File: src/rtl/rl_pkg.sv
package rl_pkg;
  typedef enum logic [2:0] {
    ST_IDLE, ST_ADDR, ST_CNT, ST_HSUM, ST_DATA, ST_PSUM, ST_RESP
  } rl_state_e;

  typedef enum logic [1:0] {
    AFT_IDLE, AFT_DATA, AFT_PSUM, AFT_JUMP
  } rl_after_e;

  localparam logic [7:0] ACK_OK  = 8'h10;
  localparam logic [7:0] ACK_BAD = 8'h11;
  localparam logic [7:0] ACK_ERR = 8'h18;
endpackage

File: src/rtl/rl_csum.sv
module rl_csum #(
  parameter int W = 8
) (
  input  logic         clk,
  input  logic         rst_n,
  input  logic         clr,
  input  logic         add,
  input  logic [W-1:0] din,
  input  logic [W-1:0] chk,
  output logic         match
);
  logic [W-1:0] sum_q;

  always_ff @(posedge clk or negedge rst_n) begin
    if (!rst_n)   sum_q <= '0;
    else if (clr) sum_q <= '0;
    else if (add) sum_q <= sum_q + din;
  end

  // covered bytes plus check byte must wrap to zero
  assign match = ((sum_q + chk) == '0);
endmodule

File: src/rtl/rl_window.sv
module rl_window #(
  parameter int              ADDR_W   = 32,
  parameter int              CNT_W    = 16,
  parameter logic [ADDR_W-1:0] RAM_BASE = 32'h2000_0400,
  parameter logic [ADDR_W-1:0] RAM_TOP  = 32'h2000_07FF
) (
  input  logic [ADDR_W-1:0] addr,
  input  logic [CNT_W-1:0]  cnt,
  output logic              ok
);
  localparam int XW = ADDR_W + 1;
  logic [XW-1:0] end_x;
  logic [XW-1:0] lim_x;

  assign end_x = {1'b0, addr} + XW'(cnt);
  assign lim_x = {1'b0, RAM_TOP} + XW'(1);
  assign ok    = (addr >= RAM_BASE) && (end_x <= lim_x);
endmodule

File: src/rtl/rl_resp_hold.sv
module rl_resp_hold (
  input  logic       clk,
  input  logic       rst_n,
  input  logic       load,
  input  logic [7:0] code,
  input  logic       tx_ready,
  output logic       tx_valid,
  output logic [7:0] tx_data,
  output logic       done
);
  always_ff @(posedge clk or negedge rst_n) begin
    if (!rst_n) begin
      tx_valid <= 1'b0;
      tx_data  <= 8'h00;
    end else if (load) begin
      tx_valid <= 1'b1;
      tx_data  <= code;
    end else if (tx_valid && tx_ready) begin
      tx_valid <= 1'b0;
    end
  end

  assign done = tx_valid && tx_ready;
endmodule

File: src/rtl/ramload_engine.sv
module ramload_engine
  import rl_pkg::*;
#(
  parameter int                ADDR_W   = 32,
  parameter int                CNT_W    = 16,
  parameter logic [ADDR_W-1:0] RAM_BASE = 32'h2000_0400,
  parameter logic [ADDR_W-1:0] RAM_TOP  = 32'h2000_07FF
) (
  input  logic              clk,
  input  logic              rst_n,
  input  logic              start,
  input  logic              rx_valid,
  output logic              rx_ready,
  input  logic [7:0]        rx_data,
  input  logic              rx_err,
  output logic              tx_valid,
  input  logic              tx_ready,
  output logic [7:0]        tx_data,
  output logic              wr_en,
  output logic [ADDR_W-1:0] wr_addr,
  output logic [7:0]        wr_data,
  output logic              jump_req,
  output logic [ADDR_W-1:0] jump_addr
);
  localparam int ABYTES = ADDR_W / 8;
  localparam int CBYTES = CNT_W / 8;
  localparam int IDX_W  = (ABYTES > 1) ? $clog2(ABYTES) : 1;

  rl_state_e         state_q;
  rl_after_e         after_q;
  logic [IDX_W-1:0]  idx_q;
  logic [ADDR_W-1:0] addr_q, ptr_q;
  logic [CNT_W-1:0]  cnt_q, rem_q;

  logic      take, sum_ok, win_ok, tx_done;
  logic      resp_load;
  logic [7:0] resp_code;
  rl_after_e resp_after;
  logic      sum_clr, sum_add;

  assign rx_ready = (state_q == ST_ADDR) || (state_q == ST_CNT) ||
                    (state_q == ST_HSUM) || (state_q == ST_DATA) ||
                    (state_q == ST_PSUM);
  assign take     = rx_valid && rx_ready;
  assign jump_addr = addr_q;

  assign sum_clr = ((state_q == ST_IDLE) && start) || ((state_q == ST_HSUM) && take);
  assign sum_add = take && !rx_err &&
                   ((state_q == ST_ADDR) || (state_q == ST_CNT) || (state_q == ST_DATA));

  rl_csum #(.W(8)) csum_i (
    .clk(clk), .rst_n(rst_n), .clr(sum_clr), .add(sum_add),
    .din(rx_data), .chk(rx_data), .match(sum_ok)
  );

  rl_window #(.ADDR_W(ADDR_W), .CNT_W(CNT_W), .RAM_BASE(RAM_BASE), .RAM_TOP(RAM_TOP)) win_i (
    .addr(addr_q), .cnt(cnt_q), .ok(win_ok)
  );

  rl_resp_hold resp_i (
    .clk(clk), .rst_n(rst_n), .load(resp_load), .code(resp_code),
    .tx_ready(tx_ready), .tx_valid(tx_valid), .tx_data(tx_data), .done(tx_done)
  );

  // response decision for the byte accepted this cycle
  always_comb begin
    resp_load  = 1'b0;
    resp_code  = ACK_OK;
    resp_after = AFT_IDLE;
    if (take) begin
      if (rx_err) begin
        resp_load = 1'b1;
        resp_code = ACK_ERR;
      end else if (state_q == ST_HSUM) begin
        resp_load = 1'b1;
        if (sum_ok && win_ok) begin
          resp_after = (cnt_q == '0) ? AFT_PSUM : AFT_DATA;
        end else begin
          resp_code = ACK_BAD;
        end
      end else if (state_q == ST_PSUM) begin
        resp_load = 1'b1;
        if (sum_ok) resp_after = AFT_JUMP;
        else        resp_code  = ACK_BAD;
      end
    end
  end

  always_ff @(posedge clk or negedge rst_n) begin
    if (!rst_n) begin
      state_q  <= ST_IDLE;
      after_q  <= AFT_IDLE;
      idx_q    <= '0;
      addr_q   <= '0;
      cnt_q    <= '0;
      rem_q    <= '0;
      ptr_q    <= '0;
      wr_en    <= 1'b0;
      wr_addr  <= '0;
      wr_data  <= 8'h00;
      jump_req <= 1'b0;
    end else begin
      wr_en    <= 1'b0;
      jump_req <= 1'b0;
      if (resp_load) begin
        state_q <= ST_RESP;
        after_q <= resp_after;
        if (state_q == ST_HSUM) begin
          rem_q <= cnt_q;
          ptr_q <= addr_q;
        end
      end else begin
        case (state_q)
          ST_IDLE: if (start) begin
            state_q <= ST_ADDR;
            idx_q   <= '0;
          end
          ST_ADDR: if (take) begin
            addr_q <= {addr_q[ADDR_W-9:0], rx_data};
            if (idx_q == IDX_W'(ABYTES - 1)) begin
              idx_q   <= '0;
              state_q <= ST_CNT;
            end else begin
              idx_q <= idx_q + 1'b1;
            end
          end
          ST_CNT: if (take) begin
            cnt_q <= {cnt_q[CNT_W-9:0], rx_data};
            if (idx_q == IDX_W'(CBYTES - 1)) begin
              idx_q   <= '0;
              state_q <= ST_HSUM;
            end else begin
              idx_q <= idx_q + 1'b1;
            end
          end
          ST_DATA: if (take) begin
            wr_en   <= 1'b1;
            wr_addr <= ptr_q;
            wr_data <= rx_data;
            ptr_q   <= ptr_q + 1'b1;
            rem_q   <= rem_q - 1'b1;
            if (rem_q == CNT_W'(1)) state_q <= ST_PSUM;
          end
          ST_RESP: if (tx_done) begin
            case (after_q)
              AFT_DATA: state_q <= ST_DATA;
              AFT_PSUM: state_q <= ST_PSUM;
              AFT_JUMP: begin
                state_q  <= ST_IDLE;
                jump_req <= 1'b1;
              end
              default:  state_q <= ST_IDLE;
            endcase
          end
          default: ;
        endcase
      end
    end
  end
endmodule

File: config.mk
export PLATFORM = sky130hd
export DESIGN_NAME = ramload_engine
export DESIGN_NICKNAME = d
export VERILOG_FILES = /design/src/rtl/rl_pkg.sv /design/src/rtl/rl_csum.sv /design/src/rtl/rl_window.sv /design/src/rtl/rl_resp_hold.sv /design/src/rtl/ramload_engine.sv
export SDC_FILE = /design/constraint.sdc
export NUM_CORES = 1
export LEC_CHECK = 0
export CORE_MARGIN = 1
export CORE_UTILIZATION = 64
export DETAILED_ROUTE_END_ITERATION = 8
export DONT_BUFFER_PORTS = 1
export PLACE_DENSITY = 0.81
export SLEW_MARGIN = 20
export SYNTH_ARGS = -nofsm -noshare
export SYNTH_HDL_FRONTEND = slang
export SYNTH_SLANG_ARGS = --single-unit
export TNS_END_PERCENT = 10
File: constraint.sdc
create_clock -name clk -period 4.2 [get_ports clk]
set_input_delay 0.63 -clock clk [delete_from_list [all_inputs] [get_ports clk]]
set_output_delay 0.63 -clock clk [all_outputs]
set_load 0.02 [all_outputs]
Word-level counts from Yosys, hierarchy flattened
Index checks and enable logic that the tools add are counted.
W data, S select, Z words.
{ "word_totals": {"register_bits": 162, "latchBits": 0, "mem_bits_rw": 0, "mem_bits_ro": 0, "input_bits": 14, "out_inout_bits": 84, "word_cells": 129, "n_memories": 0} }
{ "op_classes": {"n_addsub": 5, "multipliers": 0, "n_div": 0, "n_lt_le_gt_ge": 2, "eq_ne": 24, "shifts": 0, "muxes": 53, "bitwise_logic": 1, "reduce_logical": 30} }
{ "ops": {"columns": ["operator", "n"], "rows": [
  ["$mux W32", 4],
  ["$mux W16", 4],
  ["$mux W8", 5],
  ["$add A32 B16 Y33", 1],
  ["$le A33 B30 Y1 const B", 1],
  ["$add A32 B1 Y32 const B", 1],
  ["$ge A32 B30 Y1 const B", 1],
  ["$mux W3", 9],
  ["$mux W2", 12],
  ["$eq A16 B1 Y1 const B", 1],
  ["$logic_not A16 Y1", 1],
  ["$mux W1", 16],
  ["$sub A16 B1 Y16 const B", 1],
  ["$pmux W3 S5", 1],
  ["$ne A3 B1 Y1 const B", 4],
  ["$ne A3 B2 Y1 const B", 4],
  ["$reduce_and A3 Y1", 4],
  ["$eq A3 B3 Y1 const B", 3],
  ["$reduce_and A9 Y1", 1],
  ["$add A8 B8 Y8", 1],
  ["$logic_and A1 B1 Y1", 8],
  ["$logic_not A8 Y1", 1],
  ["$ne A2 B2 Y1 const B", 4],
  ["$reduce_bool A2 Y1", 4],
  ["14 further kinds", 23]
]} }

Longest topological paths before layout
Gate-level depths: netlist (run 1).
{ "logic_depth": {"ltp_word": 10, "mapped_depth": 11, "depth_no_buf": 11} }

Modules after synthesis
A second synthesis (run 1) with hierarchy kept.
{ "unflattened": {"cells_unflattened": 1054, "area_unflattened_um2": 9789.4} }
{ "by_module_without_submodules": {"columns": ["module", "n_inst", "cells_each", "area_per_inst_um2", "seq_area_each_um2"], "rows": [
  ["ramload_engine", 1, 728, 7064.3, 3628.5],
  ["rl_window", 1, 203, 1401.3, 0.0],
  ["rl_csum", 1, 102, 948.4, 200.2],
  ["rl_resp_hold", 1, 21, 375.4, 225.2]
]} }

Least setup slack after synthesis (run 1)
No wires, ideal clock.
{ "synth_timing": {"kind": "reg-to-reg", "start": "reg addr_q[0] (netlist: jump_addr[0])", "end": "reg after_q[1]", "setup_time_ns": 0.092, "t_arrival_ns": 3.065, "t_required_ns": 4.108, "path_slack_ns": 1.043, "path_stages_with_launch": 12, "path_buffers": 0, "synth_period_minus_slack_ns": 3.157, "cell_sequence": "dfrtp_1 -> ha_1 -> fa_1 -> a21o_1 -> a41oi_1 -> o211ai_1 -> a21boi_1 -> or2_2 -> o2111ai_1 -> or4_1 -> o31a_1 -> o31ai_2"} }
{ "synth_between": {"elab_chain_len": 8, "elab_cells_between_ends": 9, "cone_classes": "1 x add/sub; 2 x order compare; 4 x mux; 2 x reduce/logical"} }
{ "synth_rtl": {"columns": ["item", "line", "source"], "rows": [
  ["start, declared", "ramload_engine.sv:32", "logic [ADDR_W-1:0] addr_q, ptr_q;"],
  ["start signal, assigned", "ramload_engine.sv:119", "addr_q <= {addr_q[ADDR_W-9:0], rx_data};"],
  ["$add A32 B16 Y33", "rl_window.sv:15", "assign end_x = {1'b0, addr} + XW'(cnt);"],
  ["$le A33 B30 Y1", "rl_window.sv:17", "assign ok = (addr >= RAM_BASE) && (end_x <= lim_x);"],
  ["$logic_and A1 B1 Y1 *", "rl_window.sv:17", null],
  ["$logic_and A1 B1 Y1 *", "ramload_engine.sv:76", "if (sum_ok && win_ok) begin"],
  ["$mux W2 *", "ramload_engine.sv:76", null],
  ["$mux W2 *", "ramload_engine.sv:74", "end else if (state_q == ST_HSUM) begin"],
  ["$mux W2 *", "ramload_engine.sv:71", "if (rx_err) begin"],
  ["$mux W2 *", "ramload_engine.sv:70", "if (take) begin"],
  ["end signal, assigned", "ramload_engine.sv:107", "after_q <= resp_after;"],
  ["end, declared", "ramload_engine.sv:30", "rl_after_e after_q;"]
]} }
Mark *: on every way between the ends. The rest lies on a longest branch, timed or not.
A chain may end at the register's enable or synchronous reset.

Worst setup path in the final report (run 1)
Ends and elaborated chain as after synthesis.

==> flow_metrics.py, run 1 <==
metrics = {
    "route": {
        "drcViolationCount": 0,
        "num_vias": 7861,
        "wirelength_mm": 25.0,
        "viasPerCell": 6.62,
        "routedWlPerCell_um": 21.0,
        "antenna_left": 0,
        "dr.pass1.iters": 5,
        "drtIter0Drc": 752,
    },
    "clock_network": {
        "clockRootBuffer": "clkbuf_16",
        "htreeDepth": 4,
        "clockBufferDepth": 2,
        "cts_sinks": 157,
        "postCtsSetupRepairBufs": 0,
        "clock_latency_ps": 430,
        "cts.repair.resized": 0,
        "cts_tree": "yes",
        "numCtsBuffers": 17,
        "clkTransAtPathRegs_ps": 70,
    },
    "sta": {
        "relSlewSlack_pct": 30.3,
        "hold_violations": 157,
        "fmax_mhz": 278,
        "rsz0062_at_grt": "false",
        "finalSetupViolations": 0,
        "slew_violations": 0,
        "fin_crit_sh_pct": 85.5,
        "finClkSkew_ps": 9.68,
        "holdWs_ps": -102,
        "period_needed_ps": 3590,
        "timing.setup.tns_ps": 0,
        "tightest_slew_ps": 1040,
    },
    "floorplanning": {
        "ioPinCount": 98,
        "fp.dieW_um": 121,
        "initial_utilization_pct": 65.5,
        "rows": 43,
        "core-area_um2": 13900,
        "dieArea_um2": 14700,
        "die-height_um": 121,
    },
    "worst_setup_path": {
        "end_kind": "flip-flop",
        "cp_slowest_cell": "dfrtp_1",
        "startpoint_type": "flip-flop",
        "worstPathCellList": "ha_1 > fa_1 > a21o_1 > a41oi_1 > o211ai_1 > a21boi_1 > or2_2 > o2111ai_1 > or4_1 > o31a_1 > o31ai_2",
        "worstPathRequired_ps": 4540,
        "crit_type": "flip-flop to flip-flop",
        "cpPeakStageDelay_ps": 510,
        "cpLargestDelayFamily": "compound AO/OA/AOI/OAI gates",
        "crit_fanout": 5,
        "arrival_ps": 3930,
        "critPathBufInv": 0,
    },
    "synthesis": {
        "syn_inst": 1025,
        "synth_commonest_cells": "184 x nand2_1, 157 x dfrtp_1, 91 x a21oi_1",
        "synth_top_family_by_area": "simple AND/OR/NAND/NOR gates",
        "netlist.area_leader.share_pct": 43.2,
        "synth_area_um2": 9100,
        "synth-simple-area-share_pct": 20.0,
        "synth.area.top_cells": "dfrtp_1 43%, nand2_1 7.6%, mux2_2 5.9%, a21oi_1 5.0%, ha_1 4.3%",
        "yosys-mux-area-fraction_pct": 6.73,
        "yosys_register_bits": 157,
        "yosys_warnings": 0,
        "synth-seq-area-share_pct": 43.2,
        "yosysUniqueCellTypes": 76,
        "synth.avg_cell_area_um2": 8.87,
        "synth_compound_area_share_pct": 18.9,
        "synth_area_leader_cell": "dfrtp_1",
        "async_reset_ff_share_pct": 100,
        "ys.flop_type": "dfrtp_1",
        "synthAdderAreaFrac_pct": 4.70,
        "yosysMostFrequentCell": "nand2_1",
        "synth-edff-count": 0,
        "synthXorXnorAreaFrac_pct": 1.88,
    },
    "hold_path": {
        "hp-class": "input pin to async pin",
    },
    "place": {
        "dpl.cell_count": 1156,
        "portBuffers": 0,
        "dp_hpwl_mm": 17.2,
        "gp_congestion": 0.949,
    },
    "pwr": {
        "power_density_nw_per_um2": 799,
        "ir_worst_vdd_mv": 0.579,
        "leakagePower_nw": 4.39,
    },
    "finish": {
        "diodes": 0,
        "drive_gt1_share_pct": 11.9,
        "fin_util_pct": 70.3,
        "syn2layout_area_growth_pct": 7.26,
        "nets": 1042,
        "fin_cells": 1188,
    },
    "grt": {
        "gr-total-overflow": 0,
        "grt_pass1_vias": 7523,
        "antenna_found_initial": 0,
        "grt_usage_pct": 35.7,
        "grt_pass1_wl_mm": 39.8,
        "grt_start_max_net_pins": 158,
    },
    "flow_run": {
        "max_cap_violations": 0,
    },
    "status": {
        "violations": "negative hold slack",
        "status": "finished, violations left",
    },
}
-- final cells by class --
cell class | count | area [um^2]
Multi-Input combinational cell | 782 | 4790
Clock buffer | 17 | 425
Tap cell | 180 | 225
Fill cell | 1054 | 4120
Sequential cell | 157 | 3930
Clock inverter | 15 | 161
Timing Repair Buffer | 15 | 145
Inverter | 22 | 82.6
-- cells in the final DEF (no fill, tap or decap), types with 6 or more instances in the layout --
cell / count
nand2_1: 183
dfrtp_1: 157
a21oi_1: 90
nor2_1: 80
o21ai_0: 73
mux2_2: 48
ha_1: 31
nand3_1: 25
nand4_1: 24
inv_1: 20
o22ai_1: 18
clkbuf_16: 17
nor3_1: 16
and3_1: 14
nor4_1: 13
buf_4: 13
xnor2_1: 11
a31oi_1: 9
a21o_1: 9
a211oi_1: 7
a22oi_1: 7
a22o_1: 7
mux2i_1: 6
xor2_1: 6
o21a_1: 6
or2_2: 6
-- final timing paths --
check	startpoint	to	slack [ps]	depth (start not counted)
worst max-delay path	jump_addr[0]	after_q[1]	610	11
worst min-delay path	rst_n	jump_addr[17]	-100	0
worst max register to register	jump_addr[0]	after_q[1]	610	11
worst min register to register	ptr_q[10]	wr_addr[10]	490	2
max in group asynchronous	rst_n	rem_q[4]	3920	0
min in group clk	rx_data[5]	wr_data[5]	300	2
-- report_power, final --
group | leakage, nW | total [mW] | internal, mW | switching (mW)
Combinational | 2.09 | 3.00 | 1.23 | 1.77
Clock | 0.282 | 1.55 | 0.884 | 0.670
Sequential | 2.01 | 3.24 | 2.11 | 1.13
Total | 4.39 | 7.80 | 4.22 | 3.57
-- per-stage QoR --
step           hold slack, ps  area, um^2  total power, mW  setup WS, ps
2_1_floorplan             334        9110             5.41          1040
3_3_place_gp              339        9140             6.07           723
3_5_place_dp              338        9170             6.17           673
4_1_cts                  -114        9760             7.74           641
5_1_grt                  -117        9760             8.28           409
6_report                 -102        9760             7.80           609
-- state kept, by name (all words and copies together), names as in the netlist --
signal           cells
wr_en                1
ptr_q               32
csum_i.sum_q         8
idx_q                2
resp_i.tx_data       3
cnt_q               16
wr_data              8
after_q              2
rem_q               16
jump_req             1
state_q              3
wr_addr             32
jump_addr           32
resp_i.tx_valid      1
-- metal layers --
layer	part of all wire (%)	wire length, um	GRT usage, %
met2	46	11600	55.3
met3	7.5	1870	7.66
met4	5.4	1360	21.7
met5	0	0	0
met1	41	10100	46.0
-- logic make-up (layout without fill, tap and decap cells) --
logic type                 count (synthesis)  count (layout)
and+or+nand+nor                          398             398
muxes                                     55              55
DFF                                      157             157
adders and majority gates                 33              33
other                                      1               5
xor gates and xnor gates                  18              18
buffers and inverters                     90              69
AOI/OAI and AO/OA                        273             273
(Power assumes the default switching activity.)
==> run 2, diff against run 1 <==
--- a/config.mk
+++ b/config.mk
@@ -7,7 +7,8 @@
 export LEC_CHECK = 0
+export ABC_AREA = 1
 export CORE_MARGIN = 1
-export CORE_UTILIZATION = 64
+export CORE_UTILIZATION = 65
 export DETAILED_ROUTE_END_ITERATION = 8
 export DONT_BUFFER_PORTS = 1
-export PLACE_DENSITY = 0.81
+export PLACE_DENSITY = 0.82
 export SLEW_MARGIN = 20
==> constraint.sdc (replaced) <==
create_clock -name clk -period 4.2 [get_ports clk]
set_input_delay 0.21 -clock clk [delete_from_list [all_inputs] [get_ports clk]]
set_output_delay 0.21 -clock clk [all_outputs]
set_load 0.02 [all_outputs]
==> run 2 against run 1 <==
  * The flow now finishes without violations
  * Cell area up 7.5%
  * Routed wire length up 0.30%
  * Sequential cell count unchanged
  * Area after synthesis up 6.9%
  * Largest cell class unchanged
==> flow_metrics.py, run 2 <==
metrics = {
    "status": {
        "status": "finished, final reports clean",
    },
    "grt": {
        "grt_pass1_vias": 8149,
        "antenna_found_initial": 0,
        "gr-total-overflow": 0,
        "grt_usage_pct": 33.2,
        "grt_pass1_wl_mm": 41.0,
        "grt_start_max_net_pins": 158,
    },
    "route": {
        "drtIter0Drc": 872,
        "num_vias": 8857,
        "viasPerCell": 5.80,
        "wirelength_mm": 25.1,
        "routedWlPerCell_um": 16.4,
        "drcViolationCount": 0,
        "dr.pass1.iters": 5,
        "antenna_left": 0,
    },
    "worst_setup_path": {
        "worstPathCellList": "inv_2 > nand2_1 > nor2_1 > inv_2 > nand2_1 > nor3_2 > nand2_2 > nand2_4 > nor2_8 > nand2_4 > nand2_4 > inv_2 > a21oi_2 > o21ai_1 > o21ai_1",
        "cpLargestDelayFamily": "simple AND/OR/NAND/NOR gates",
        "cp_slowest_cell": "inv_2",
        "crit_fanout": 55,
        "crit_type": "flip-flop to flip-flop",
        "cpPeakStageDelay_ps": 500,
        "critPathBufInv": 3,
        "arrival_ps": 3530,
        "startpoint_type": "flip-flop",
        "end_kind": "flip-flop",
        "worstPathRequired_ps": 4550,
    },
    "synthesis": {
        "synth.avg_cell_area_um2": 7.27,
        "synth-seq-area-share_pct": 40.4,
        "synth_commonest_cells": "360 x nand2_1, 179 x inv_1, 157 x dfrtp_1",
        "synthAdderAreaFrac_pct": 4.40,
        "synth-edff-count": 0,
        "yosys-mux-area-fraction_pct": 0.348,
        "netlist.area_leader.share_pct": 40.4,
        "yosysMostFrequentCell": "nand2_1",
        "async_reset_ff_share_pct": 100,
        "synth_compound_area_share_pct": 14.8,
        "synth_area_um2": 9720,
        "synth_area_leader_cell": "dfrtp_1",
        "yosys_register_bits": 157,
        "synth-simple-area-share_pct": 27.1,
        "synth.area.top_cells": "dfrtp_1 40%, nand2_1 14%, inv_1 6.9%, o21ai_0 6.0%, ha_1 4.0%",
        "synth_top_family_by_area": "simple AND/OR/NAND/NOR gates",
        "ys.flop_type": "dfrtp_1",
        "yosysUniqueCellTypes": 46,
        "yosys_warnings": 0,
        "synthXorXnorAreaFrac_pct": 3.24,
        "syn_inst": 1336,
    },
    "sta": {
        "hold_violations": 0,
        "rsz0062_at_grt": "false",
        "finClkSkew_ps": 8.79,
        "period_needed_ps": 3180,
        "slew_violations": 0,
        "relSlewSlack_pct": 38.6,
        "tightest_slew_ps": 919,
        "finalSetupViolations": 0,
        "fmax_mhz": 314,
        "fin_crit_sh_pct": 75.8,
        "timing.setup.tns_ps": 0,
    },
    "clock_network": {
        "cts_tree": "yes",
        "clockBufferDepth": 2,
        "cts.repair.resized": 0,
        "cts_sinks": 157,
        "numCtsBuffers": 17,
        "postCtsSetupRepairBufs": 0,
        "clockRootBuffer": "clkbuf_16",
        "htreeDepth": 4,
        "clkTransAtPathRegs_ps": 70,
        "clock_latency_ps": 440,
    },
    "finish": {
        "syn2layout_area_growth_pct": 7.89,
        "nets": 1377,
        "fin_util_pct": 71.9,
        "drive_gt1_share_pct": 5.66,
        "mostFrequentLayoutCell": "nand2_1",
        "diodes": 0,
        "final_cell_mix": "360 x nand2_1, 179 x inv_1, 157 x dfrtp_1, 117 x o21ai_0, 99 x nor2_1",
    },
    "floorplanning": {
        "die-height_um": 124,
        "dieArea_um2": 15400,
        "initial_utilization_pct": 66.6,
        "ioPinCount": 98,
        "core-area_um2": 14600,
        "fp.dieW_um": 124,
        "rows": 44,
    },
    "place": {
        "dp_hpwl_mm": 17.8,
        "gp_congestion": 0.955,
        "portBuffers": 0,
    },
    "pwr": {
        "ir_worst_vdd_mv": 0.499,
        "total_power_mw": 8.28,
        "leakagePower_nw": 5.27,
        "power_density_nw_per_um2": 789,
    },
    "flow_run": {
        "max_cap_violations": 0,
    },
    "hold_path": {
        "hp-class": "input pin to flip-flop",
    },
}
-- run 2: cells by family after synthesis --
| kind of cell | Yosys count |
|---|---|
| AOI/OAI and AO/OA | 265 |
| xor gates and xnor gates | 36 |
| adders and majority gates | 33 |
| buffers and inverters | 232 |
| DFF | 157 |
| muxes | 3 |
| other | 1 |
| and+or+nand+nor | 609 |
-- run 2: cell type report --
cell class                 instances  area [um^2]
multi-input combinational        951         4870
fill                            1206         4100
clock inverter                    14          146
timing repair buffer              16          170
sequential                       157         3930
tap                              184          230
clock buffer                      18          439
inverter                         187          702
-- run 2: path summary, 6_finish.rpt --
kind / startpoint / cells after the start / slack, ps / end
setup / recovery: state_q[1] / 15 / 1020 / ptr_q[16]
hold / removal: rx_data[7] / 2 / 30 / wr_data[7]
setup reg to reg: state_q[1] / 15 / 1020 / ptr_q[16]
hold reg to reg: cnt_q[7] / 2 / 520 / cnt_q[7]
max in group asynchronous: rst_n / 2 / 3140 / ptr_q[5]
min in group asynchronous: rst_n / 2 / 410 / jump_addr[25]
-- run 2: where the power goes --
part	switching [mW]	internal [mW]	leakage, nW
Combinational	2.29	1.17	2.98
Clock	0.696	0.853	0.285
Sequential	1.12	2.15	2.01
Total	4.10	4.17	5.27
-- run 2: through the flow --
stage                     hold slack [ps]  worst slack [ps]  cell area [um^2]  cells
after global routing                 34.2               745             10500   1527
final                                31.7              1020             10500   1527
after floorplan                     -85.6              1690              9730   1340
after global placement              -82.7              1100              9750   1482
after detailed placement            -82.8              1090              9750   1482
after CTS                            34.4              1090             10500   1527
-- run 2: per-layer routing --
metal	routed length [um]	GRT usage, %
met1	10600	42.8
met2	12200	55.3
met3	1440	5.28
met4	838	14.3
met5	0	0
-- run 2: what timing repair did --
| action | CTS | global route |
|---|---|---|
| endpoints found under the hold margin | 180 | 0 |
| setup endpoints to repair | 0 | 0 |
| hold buffers | 13 | 0 |
==> run 3, diff against run 2 <==
CORE_UTILIZATION = 58   (was 65)
PLACE_DENSITY = 0.77   (was 0.82)
clock period = 2.9 ns   (was 4.2 ns; I/O delays follow)
==> run 3 against run 2 <==
  * The flow now finishes with violations (negative hold slack)
  * Worst hold slack lost 620 ps
  * Sequential power grew 36%
  * Setup slack lost 840 ps
  * Non-clock buffer count grew 33
  * Final cell count grew 4.3%
  * Combinational power grew 71%
  * Routed wire length grew 7.4%
  * Count of clock-buffer cells in the layout grew 1
  * Via count grew 2.5%
  * Critical path depth grew 2
  * Register-to-register slack lost 840 ps
  * Critical endpoint is now resp_i.tx_data[0]
  * Largest cell class unchanged
  * Highest routed layer unchanged
==> flow_metrics.py, run 3 (synthesis gave the netlist of run 2 again) <==
metrics = {
    "pwr": {
        "pwr-share-seq_pct": 35.1,
        "ir_worst_vdd_mv": 0.687,
        "p_int_mw": 6.44,
        "switching_power_mw": 6.13,
        "clkPwrFrac_pct": 17.9,
        "p_sw_share_pct": 48.7,
        "power_density_nw_per_um2": 1150,
        "combPwrFrac_pct": 47.0,
        "leakagePower_nw": 5.42,
    },
    "route": {
        "viasPerCell": 5.70,
        "routedWlPerCell_um": 16.9,
        "drcViolationCount": 0,
        "antenna_left": 0,
        "met2_length_mm": 13.1,
        "highest_layer": "met4",
        "drtIter0Drc": 772,
        "wl_met3_mm": 1.82,
        "wirelength_mm": 26.9,
        "dr.pass1.iters": 6,
        "num_vias": 9079,
        "wl_met1_mm": 10.6,
    },
    "clock_network": {
        "clock_latency_ps": 430,
        "ctsHoldBuffers": 11,
        "numCtsBuffers": 17,
        "cts_tree": "yes",
        "clockRootBuffer": "clkbuf_16",
        "clockBufferDepth": 2,
        "clkTransAtPathRegs_ps": 70,
        "htreeDepth": 4,
        "cts_sinks": 157,
    },
    "worst_setup_path": {
        "crit_fanout": 3,
        "r2r-end": "resp_i.tx_data[0]",
        "rrSetupSlack_ps": 180,
        "worstPathRequired_ps": 3220,
        "startpoint_type": "flip-flop",
        "path_common_cell": "nand2_1",
        "reg2regPathDepth": 17,
        "cp_slowest_cell": "fa_2",
        "crit_type": "flip-flop to flip-flop",
        "worstPathCellList": "ha_2 > fa_2 > or2_2 > a21oi_1 > nand3_1 > nor2_1 > nand3_1 > nor2_2 > nand3_1 > nor2_1 > nand4_1 > nand2_1 > nand2_2 > nand2_2 > nand2_1 > nand2_1 > nand2_1",
        "r2r-start": "cnt_q[0]",
        "arrival_ps": 3040,
        "end_kind": "flip-flop",
        "cpPeakStageDelay_ps": 440,
    },
    "sta": {
        "fin_crit_sh_pct": 93.8,
        "slew_violations": 0,
        "fmax_mhz": 368,
        "finClkSkew_ps": 11.9,
        "period_needed_ps": 2720,
        "hold_violations": 157,
        "finalSetupViolations": 0,
        "setup_ws_ps": 180,
        "tightest_slew_ps": 643,
        "relSlewSlack_pct": 57.1,
        "holdWs_ps": -589,
    },
    "floorplanning": {
        "die-height_um": 131,
        "initial_utilization_pct": 60.3,
        "fp.dieW_um": 131,
        "dieArea_um2": 17300,
        "ioPinCount": 98,
        "core-area_um2": 16100,
        "rows": 46,
    },
    "finish": {
        "diodes": 0,
        "final_area_um2": 10900,
        "seq_area_um2": 3930,
        "mostFrequentLayoutCell": "nand2_1",
        "drive_gt1_share_pct": 9.96,
        "multi_input_comb_area_um2": 5010,
        "final_cell_mix": "356 x nand2_1, 179 x inv_1, 155 x dfrtp_1, 117 x o21ai_0, 94 x nor2_1",
        "nets": 1410,
        "syn2layout_area_growth_pct": 12.6,
        "fill_cells": 1375,
    },
    "place": {
        "portBuffers": 0,
        "dpl_worst_slack_ps": 106,
        "dpl_cell_area_um2": 10100,
        "dp_hpwl_mm": 19.5,
        "gp_congestion": 0.975,
    },
    "grt": {
        "gr-total-overflow": 0,
        "grt_start_max_net_pins": 158,
        "grt_pass1_vias": 8750,
        "grt_usage_pct": 31.9,
        "antenna_found_initial": 0,
        "grt_pass1_wl_mm": 43.5,
    },
    "status": {
        "status": "finished, violations left",
        "violations": "negative hold slack",
    },
    "flow_run": {
        "max_cap_violations": 0,
    },
    "hold_path": {
        "hp-class": "input pin to async pin",
    },
}
-- run 3: cell count changes in the layout (fill, tap and decap cells not counted), moves of 3 or more --
cell	delta
buf_12	+3
ha_2	+5
nand2_1	-4
ha_1	-12
ha_4	+7
buf_4	+32
nor2_2	+5
nor2_1	-5
nand2_2	+5
-- run 3: how the worst max path moves through the flow --
stage            startpoint                end  cells after the start
3_3_place_gp       cnt_q[9]  resp_i.tx_data[0]                     17
3_5_place_dp       cnt_q[9]  resp_i.tx_data[0]                     17
5_1_grt            cnt_q[0]  resp_i.tx_data[0]                     17
6_report           cnt_q[0]  resp_i.tx_data[0]                     17
2_1_floorplan  jump_addr[0]  resp_i.tx_data[0]                     17
4_1_cts            cnt_q[9]  resp_i.tx_data[0]                     17
-- run 3: power by group through the flow --
| stage | logic, mW | clock network [mW] | registers, mW |
|---|---|---|---|
| 2_1_floorplan | 3.96 | 0 | 4.33 |
| 3_3_place_gp | 5.45 | 0 | 4.35 |
| 3_5_place_dp | 5.58 | 0 | 4.39 |
| 4_1_cts | 5.65 | 2.26 | 4.36 |
| 5_1_grt | 6.60 | 2.36 | 4.54 |
| 6_report | 5.91 | 2.25 | 4.42 |
-- run 3: area by class of cell --
class / count / area share (%)
clock buffer: 19 / 4.05
clock inverter: 13 / 1.42
inverter: 187 / 6.44
multi-input combinational: 951 / 45.8
sequential: 157 / 35.9
tap: 216 / 2.47
timing repair buffer: 49 / 3.96
-- run 3: layer usage --
metal | track usage, % | up-vias
met3 | 6.33 | 82
met1 | 39.3 | 4226
met2 | 52.7 | 377
met4 | 17.6 | 0
li1 | - | 4394
met5 | 0 | -
-- run 3: per-stage QoR --
step	power [mW]	TNS, ps	hold WS (ps)	util (%)	cells
after floorplan	8.29	0	-151	-	1340
after global placement	9.80	0	-148	62.6	1548
after detailed placement	9.97	0	-148	62.6	1548
after CTS	12.3	0	-597	66.9	1591
after global routing	13.5	-7.02	-607	67.9	1592
final	12.6	0	-589	67.9	1592
-- run 3: critical path, delay by kind of cell, from the launching register on --
kind | cells | cell delay, ps
simple gates | 14 | 1460
compound gates | 1 | 120
flops | 1 | 390
fa+ha+maj | 2 | 650
-- run 3: what timing repair did --
action	in CTS	in global routing
setup buffers	0	1
setup endpoints to repair	0	5
gates resized for setup	0	32
endpoints found under the hold margin	183	157
